`src/rtl/baud_pkg.sv`:
```
package baud_pkg;
  // default widths and prescale ratio of the tick generator
  localparam int unsigned CD_WIDTH_DEF   = 16;
  localparam int unsigned BD_WIDTH_DEF   = 8;
  localparam int unsigned PRESCALE_DEF   = 8;

  // counter width needed to count 0 .. n-1
  function automatic int unsigned cnt_width(input int unsigned n);
    return (n <= 2) ? 1 : $clog2(n);
  endfunction
endpackage

```
`src/rtl/baud_prescaler.sv`:
```
module baud_prescaler #(
  parameter int unsigned DIV = baud_pkg::PRESCALE_DEF
) (
  input  logic clk,
  input  logic rst_n,
  input  logic clr_i,
  input  logic sel_i,
  output logic pre_en_o
);
  localparam int unsigned W = baud_pkg::cnt_width(DIV);
  localparam logic [W-1:0] LAST = W'(DIV - 1);

  logic [W-1:0] cnt_q;
  logic         wrap;

  assign wrap     = (cnt_q == LAST);
  assign pre_en_o = !clr_i && (sel_i ? wrap : 1'b1);

  always_ff @(posedge clk) begin
    if (!rst_n || clr_i || !sel_i) cnt_q <= '0;
    else if (wrap)                 cnt_q <= '0;
    else                           cnt_q <= cnt_q + W'(1);
  end


  presc_gap_chk: assert property (@(posedge clk) disable iff (!rst_n)
    (sel_i && !clr_i && pre_en_o) |=> !pre_en_o);
endmodule

```
`src/rtl/baud_clk_div.sv`:
```
module baud_clk_div #(
  parameter int unsigned W = baud_pkg::CD_WIDTH_DEF
) (
  input  logic         clk,
  input  logic         rst_n,
  input  logic         clr_i,
  input  logic         pre_en_i,
  input  logic [W-1:0] cd_i,
  output logic         hit_o
);
  logic [W-1:0] cnt_q;
  logic         active;

  assign active = (cd_i != '0);
  assign hit_o  = !clr_i && pre_en_i && active && (cnt_q == cd_i - W'(1));

  always_ff @(posedge clk) begin
    if (!rst_n || clr_i)        cnt_q <= '0;
    else if (pre_en_i && active) begin
      if (hit_o) cnt_q <= '0;
      else       cnt_q <= cnt_q + W'(1);
    end
  end


  cd_zero_silent_chk: assert property (@(posedge clk) disable iff (!rst_n)
    (cd_i == '0) |-> !hit_o);

  cd_restart_chk: assert property (@(posedge clk) disable iff (!rst_n)
    clr_i |=> (cnt_q == '0));
endmodule

```
`src/rtl/baud_bit_div.sv`:
```
module baud_bit_div #(
  parameter int unsigned W = baud_pkg::BD_WIDTH_DEF
) (
  input  logic         clk,
  input  logic         rst_n,
  input  logic         clr_i,
  input  logic         smp_i,
  input  logic [W-1:0] bd_i,
  output logic         hit_o
);
  logic [W-1:0] cnt_q;

  assign hit_o = !clr_i && smp_i && (cnt_q == bd_i);

  always_ff @(posedge clk) begin
    if (!rst_n || clr_i) cnt_q <= '0;
    else if (smp_i) begin
      if (hit_o) cnt_q <= '0;
      else       cnt_q <= cnt_q + W'(1);
    end
  end


  bit_needs_sample_chk: assert property (@(posedge clk) disable iff (!rst_n)
    hit_o |-> smp_i);

  bd_restart_chk: assert property (@(posedge clk) disable iff (!rst_n)
    clr_i |=> (cnt_q == '0));
endmodule

```
`src/rtl/baud_tick_gen.sv`:
```
module baud_tick_gen #(
  parameter int unsigned CD_W     = baud_pkg::CD_WIDTH_DEF,
  parameter int unsigned BD_W     = baud_pkg::BD_WIDTH_DEF,
  parameter int unsigned PRESCALE = baud_pkg::PRESCALE_DEF
) (
  input  logic            clk,
  input  logic            rst_n,
  input  logic            enable_i,
  input  logic            prescale_sel_i,
  input  logic [CD_W-1:0] clk_div_i,
  input  logic [BD_W-1:0] bit_div_i,
  output logic            sample_tick_o,
  output logic            bit_tick_o
);
  localparam int unsigned CFG_W = 2 + CD_W + BD_W;

  logic [CFG_W-1:0] cfg_now, cfg_q;
  logic             cfg_chg, clr;
  logic             pre_en, smp_hit, bit_hit;

  assign cfg_now = {enable_i, prescale_sel_i, clk_div_i, bit_div_i};
  assign cfg_chg = (cfg_now != cfg_q);
  assign clr     = !enable_i || cfg_chg;

  always_ff @(posedge clk) begin
    if (!rst_n) cfg_q <= '0;
    else        cfg_q <= cfg_now;
  end

  baud_prescaler #(.DIV(PRESCALE)) u_pre (
    .clk(clk), .rst_n(rst_n), .clr_i(clr), .sel_i(prescale_sel_i),
    .pre_en_o(pre_en)
  );

  baud_clk_div #(.W(CD_W)) u_cd (
    .clk(clk), .rst_n(rst_n), .clr_i(clr), .pre_en_i(pre_en),
    .cd_i(clk_div_i), .hit_o(smp_hit)
  );

  baud_bit_div #(.W(BD_W)) u_bd (
    .clk(clk), .rst_n(rst_n), .clr_i(clr), .smp_i(smp_hit),
    .bd_i(bit_div_i), .hit_o(bit_hit)
  );

  always_ff @(posedge clk) begin
    if (!rst_n) begin
      sample_tick_o <= 1'b0;
      bit_tick_o    <= 1'b0;
    end else begin
      sample_tick_o <= smp_hit;
      bit_tick_o    <= bit_hit;
    end
  end


  idle_silent_chk: assert property (@(posedge clk) disable iff (!rst_n)
    !enable_i |=> (!sample_tick_o && !bit_tick_o));

  bit_with_sample_chk: assert property (@(posedge clk) disable iff (!rst_n)
    bit_tick_o |-> sample_tick_o);

  change_drops_tick_chk: assert property (@(posedge clk) disable iff (!rst_n)
    cfg_chg |=> !sample_tick_o);
endmodule

```
`config.mk`:
```
export PLATFORM = sky130hd
export DESIGN_NAME = baud_tick_gen
export DESIGN_NICKNAME = d
export VERILOG_FILES = /design/src/rtl/baud_pkg.sv /design/src/rtl/baud_prescaler.sv /design/src/rtl/baud_clk_div.sv /design/src/rtl/baud_bit_div.sv /design/src/rtl/baud_tick_gen.sv
export SDC_FILE = /design/constraint.sdc
export NUM_CORES = 1
export LEC_CHECK = 0
export CAP_MARGIN = 15
export CORE_MARGIN = 2
export CORE_UTILIZATION = 59
export CTS_BUF_LIST = sky130_fd_sc_hd__clkbuf_4 sky130_fd_sc_hd__clkbuf_8
export CTS_CLUSTER_DIAMETER = 60
export DETAILED_ROUTE_END_ITERATION = 7
export GPL_TIMING_DRIVEN = 1
export PLACE_DENSITY = 0.87
export SLEW_MARGIN = 20
export SYNTH_ARGS = -nofsm -noshare
export SYNTH_HDL_FRONTEND = slang
export SYNTH_SLANG_ARGS = --single-unit
```
`constraint.sdc`:
```
create_clock -name clk -period 7.2 [get_ports clk]
set_input_delay 1.44 -clock clk [delete_from_list [all_inputs] [get_ports clk]]
set_output_delay 1.44 -clock clk [all_outputs]
set_load 0.05 [all_outputs]
```
==> results of run 1 <==
[registers in the layout (all words and copies together), names as in the netlist]
name           cells
cfg_q             26
u_cd.cnt_q        16
u_bd.cnt_q         8
sample_tick_o      1
bit_tick_o         1
u_pre.cnt_q        3
[per-layer routing]
| layer | part of all wire [%] | vias up | wire (um) |
|---|---|---|---|
| met3 | 6.5 | 7 | 453 |
| met1 | 46 | 1247 | 3204 |
| met2 | 47 | 82 | 3269 |
| li1 | - | 1331 | - |
| met4 | 1.2 | 0 | 84 |
| met5 | 0 | - | 0 |
[through the flow]
stage | util [%] | hold WS (ps)
after floorplan | - | 408.4
after global placement | 67.34 | 417.7
after detailed placement | 67.34 | 439.3
after CTS | 69.16 | 454.4
after global routing | 69.28 | 476.9
final | 69.28 | 452.2
[where the power goes]
part | internal (uW) | leakage, uW | total (uW) | switching [uW]
logic | 35.7 | 0.000661 | 76.6 | 40.9
registers | 312 | 0.000450 | 315 | 3.42
clock network | 69.7 | 0.0000408 | 174 | 104
total | 417 | 0.00115 | 566 | 149
[cell families (layout without fill, tap and decap cells)]
group	after synthesis	count (layout)	share of synthesized area [%]
buffers and inverters	31	50	4.025
XOR/XNOR	66	66	18.41
adder cells (fa/ha/maj)	6	6	2.391
multiplexers	2	2	0.6775
AO/OA/AOI/OAI	43	43	9.646
AND/OR/NAND/NOR	163	163	29.77
flip-flops	55	55	35.07
[cell usage in the layout, fill, tap and decap left out, types with 2 or more instances in the layout]
cell	instances
a21oi_1	13
ha_1	6
and3_1	8
nor3_1	15
nand2_1	16
clkinvlp_4	2
inv_1	13
nand2b_1	2
or4_1	9
o41ai_1	2
o21ai_0	6
nor2_1	26
and2_1	29
nand3_1	11
clkbuf_8	5
or3_1	7
o211ai_1	5
dfxtp_1	55
clkdlybuf4s50_1	29
xor2_1	27
xnor2_1	39
nand4_1	18
nand3b_1	3
nor3b_1	2
nor4_1	9
o31ai_1	7
nor4_2	2
[worst min-delay path by stage]
stage                         from             end  slack (ps)  cells past startpoint
global placement    u_pre.cnt_q[0]  u_pre.cnt_q[0]         420                      1
floorplan           u_pre.cnt_q[0]  u_pre.cnt_q[0]         410                      1
finish              u_pre.cnt_q[0]  u_pre.cnt_q[0]         450                      1
CTS                 u_pre.cnt_q[0]  u_pre.cnt_q[0]         450                      1
detailed placement  u_pre.cnt_q[0]  u_pre.cnt_q[0]         440                      1
global route        u_pre.cnt_q[0]  u_pre.cnt_q[0]         480                      1
[area by class of cell]
| cell class | count | area (sq um) |
|---|---|---|
| Clock buffer | 5 | 68.82 |
| Clock inverter | 3 | 23.77 |
| Fill cell | 403 | 1569 |
| Inverter | 13 | 48.80 |
| Multi-Input combinational cell | 280 | 1918 |
| Sequential cell | 55 | 1101 |
| Tap cell | 70 | 87.58 |
| Timing Repair Buffer | 29 | 290.3 |
==> flow_summary.ini, run 1 <==
[sta]
period_minus_slack_ps = 4647
setup_viol = 0
fmax_mhz = 215.2
setup_tns_ps = 0
timing.final.crit_share_pct = 64.54
fin_worst_skew_ps = 9.008
worst_slew_pin_slew_ps = 1058
maxSlewHeadroom_pct = 28.57
layout_setup_ws_ps = 2553
timing_hold_violations_final = 0
drv_slew = 0
rsz0062_at_grt = false

[clock_tree]
cts.repair.resized = 0
insertion_delay_ps = 320
cts.reportedPaths.clkPinSlew_ps = 100
ctsHoldBuffers = 0
numCtsBuffers = 5
clock-root-buffer = clkbuf_8
clock-sinks = 55
cts_buffer_depth = 2
post_cts.repair.setup_buffers = 0
htreeDepth = 2
cts_tree = yes

[cells_and_area]
antenna_cells = 0
syn2layout_area_growth_pct = 12.71
drive_gt1_share_pct = 4.675
fin_area_sq_um = 3538
nets = 418
stdcell_count = 455

[setup_path]
reg2reg_depth = 7
path_depth = 10
start_kind = primary input
worst_setup_path_end_kind = register
slowest_delay_ps = 910
crit_end = u_cd.cnt_q[5]
cp-startpoint = clk_div_i[0]
crit_type = in2reg
crit_chain = clkdlybuf4s50_1, inv_1, ha_1, nor3b_1, nand4_1, xnor2_1, nor3_1, o211ai_1, o31ai_2, nor2_1
path_delay_family = compound AO/OA/AOI/OAI gates
arrival_ps = 4810
critPathMaxFanout = 14
reg2reg_to = u_cd.cnt_q[5]
rr_startpoint = u_cd.cnt_q[2]
worstPathRequired_ps = 7370
path_buf_inv = 2
cp_slowest_cell = o31ai_2
reg2reg_slack_ps = 4380

[route]
first_iter_violations = 303
drc = 0
via_per_inst = 5.862
wl_um = 7011
dr.pass1.iters = 5
wire_per_inst_um = 15.41
vias = 2667
antenna_left = 0

[global_route]
grt_util_met2_pct = 39.82
grt_pass1_vias = 2495
grt_pass1_wl_um = 11770
grtUsageMet1_pct = 33.33
grt_max_degree = 30
grt_overflow = 0
use_met3_pct = 5.059
gr-usage-all-layers_pct = 24.85
antenna_found_initial = 0
top_usage_layer = met2

[yosys]
yosysTopAreaCellShare_pct = 35.07
yosysSeqAreaShare_pct = 35.07
synthArstFlopShare_pct = 0
synth_cells = 366
synthTopCellsByCount = dfxtp_1, xnor2_1, and2_1
synth_top_area_cell = dfxtp_1
yosys.cell_types.count = 45
synth_warnings = 0
ys.flop_type = dfxtp_1
synth_seq_cells = 55
avgSynthCellArea_sq_um = 8.577
syn_area_sq_um = 3139
synth-edff-count = 0
yosysMostFrequentCell = dfxtp_1
syn_nets = 400
synth_area_leaders = dfxtp_1, xnor2_1, xor2_1

[power]
power_density_nw_per_um2 = 159.9
power.leakage_uw = 0.001152
finalPower_uw = 565.9
ir_drop_mv = 0.08870

[placement]
placed_area_sq_um = 3440
dp_hpwl_um = 5163
dp_slack_ps = 2305
portBuffers = 29
dp.cells = 447
place_congestion = 0.9244

[die]
start_util_pct = 61.46
coreArea_sq_um = 5107
rows = 26
fp.dieH_um = 76.95
die_w_um = 76.95
die_area_sq_um = 5921
ioPinCount = 30

[flow_run]
max_cap_viol_count = 0

[outcome]
status = finished clean

[worst_hold_path]
hold_class = reg2reg
Power figures use the tool's default switching activity.
==> inputs of run 2 (changes only) <==
CORE_UTILIZATION = 54   (was 59)
PLACE_DENSITY = 0.84   (was 0.87)
clock period = 3.8 ns   (was 7.2 ns; I/O delays follow)
==> flow_summary.ini, run 2 (synthesis results as in run 1) <==
[route]
dr.pass1.iters = 4
first_iter_violations = 270
antenna_left = 0
vias = 2774
wire_per_inst_um = 15.57
wl_um = 7426
drc = 0
via_per_inst = 5.816

[sta]
fin_worst_skew_ps = 18.75
setup_viol = 0
worst_slew_pin_slew_ps = 796.8
fmax_mhz = 285.1
timing.final.crit_share_pct = 92.30
maxSlewHeadroom_pct = 46.71
timing_hold_violations_final = 0
drv_slew = 0
rsz0062_at_grt = false
period_minus_slack_ps = 3507

[cells_and_area]
regArea_sq_um = 1101
drive_gt1_share_pct = 9.136
top_regs = cfg_q: 26 flops, u_cd.cnt_q: 16 flops, u_bd.cnt_q: 8 flops
fin_area_sq_um = 3687
nets = 438
syn2layout_area_growth_pct = 17.46
fill_cells = 458
stdcell_count = 477
regMostFlops = cfg_q
final_common_cell = dfxtp_1
largest_register_ffs = 26
mostFrequentLayoutCells = dfxtp_1, xnor2_1, and2_1, clkdlybuf4s50_1, xor2_1
multi_input_area_sq_um = 1912
antenna_cells = 0

[power]
pwr-share-clk_pct = 31.5
ir_drop_mv = 0.1691
finalPower_uw = 1101
netSwitchingFraction_pct = 26.99
switchingPower_uw = 297.2
power_density_nw_per_um2 = 298.7
p_int_uw = 804.0
combinationalPowerShare_pct = 14.3
seqPwrFrac_pct = 54.3
power.leakage_uw = 0.001254

[clock_tree]
cts_tree = yes
cts.repair.resized = 0
clock-root-buffer = clkbuf_8
post_cts.repair.setup_buffers = 0
numCtsBuffers = 5
insertion_delay_ps = 330
clock-sinks = 55
cts_buffer_depth = 2
cts.reportedPaths.clkPinSlew_ps = 110
htreeDepth = 2
ctsHoldBuffers = 0

[setup_path]
reg2reg_slack_ps = 1150
crit_type = in2reg
reg2reg_to = u_bd.cnt_q[4]
critPathMaxFanout = 10
worst_setup_path_end_kind = register
arrival_ps = 3770
reg2reg_depth = 7
rr_startpoint = cfg_q[10]
worstPathRequired_ps = 4060
crit_end = u_bd.cnt_q[4]
start_kind = primary input
cp-startpoint = clk_div_i[11]

[die]
rows = 27
die_area_sq_um = 6439
fp.dieH_um = 80.25
die_w_um = 80.25
start_util_pct = 56.32
ioPinCount = 30
coreArea_sq_um = 5574

[placement]
dp_hpwl_um = 5718
dp.cells = 469
place_congestion = 0.8700
placed_area_sq_um = 3592
portBuffers = 29

[global_route]
top_usage_layer = met2
grt_util_met2_pct = 40.00
grt_pass1_wl_um = 12280
grt_overflow = 0
grtUsageMet1_pct = 32.34
use_met3_pct = 5.169
grt_pass1_vias = 2594
gr-usage-all-layers_pct = 24.60
antenna_found_initial = 0
grt_max_degree = 30

[flow_run]
max_cap_viol_count = 0

[worst_hold_path]
hold_class = reg2reg

[outcome]
status = finished clean
## run 2: changes by cell type in the layout (fill, tap and decap cells not counted)
cell / before / now
clkinvlp_4: 2 / 0
inv_6: 1 / 2
nor4_2: 2 / 1
clkinv_4: 0 / 1
nor4_1: 9 / 10
buf_4: 0 / 20
## run 2: final cells by class
cell class                 instances  area share, %
timing repair buffer              49          11.94
sequential                        55          29.86
clock inverter                     3         0.7126
inverter                          13          1.323
clock buffer                       5          1.866
multi-input combinational        280          51.85
tap                               72          2.443
## run 2: worst max-delay path, stage by stage
cell and delay, ps:
clkdlybuf4s50_1 460, or4_4 560, or3_1 360, a2111o_1 440
a22oi_2 200, o2111ai_2 270, or4_1 550, a21oi_1 160
## run 2: worst min-delay path by stage
stage                              start             end  slack (ps)  cells past startpoint
after global placement    u_pre.cnt_q[0]  u_pre.cnt_q[0]         420                      1
after detailed placement  u_pre.cnt_q[0]  u_pre.cnt_q[0]         450                      1
after global routing      u_pre.cnt_q[0]  u_pre.cnt_q[0]         490                      1
after CTS                 u_pre.cnt_q[0]  u_pre.cnt_q[0]         470                      1
final                     u_pre.cnt_q[0]  u_pre.cnt_q[0]         460                      1
after floorplan           u_pre.cnt_q[0]  u_pre.cnt_q[0]         410                      1
## run 2: power by group through the flow
stage	registers, uW	logic [uW]	clock network (uW)
after CTS	598	157	352
final	598	157	347
after global routing	599	171	373
after global placement	610	151	0
after detailed placement	611	155	0
after floorplan	610	88.6	0
## run 2: metal layers
| layer | up-vias | part of all wire (%) |
|---|---|---|
| met5 | - | 0 |
| li1 | 1362 | - |
| met2 | 94 | 47 |
| met3 | 14 | 5.9 |
| met4 | 0 | 2.2 |
| met1 | 1304 | 45 |
## run 2: through the flow
stage	worst slack, ps	hold slack, ps	TNS (ps)	utilization, %
after floorplan	567.6	408.4	0	-
after global placement	9.120	418.0	0	64.44
after detailed placement	-60.75	453.7	-168.4	64.44
after CTS	291.3	470.0	0	66.15
after global routing	149.9	487.0	0	66.15
final	292.7	464.0	0	66.15
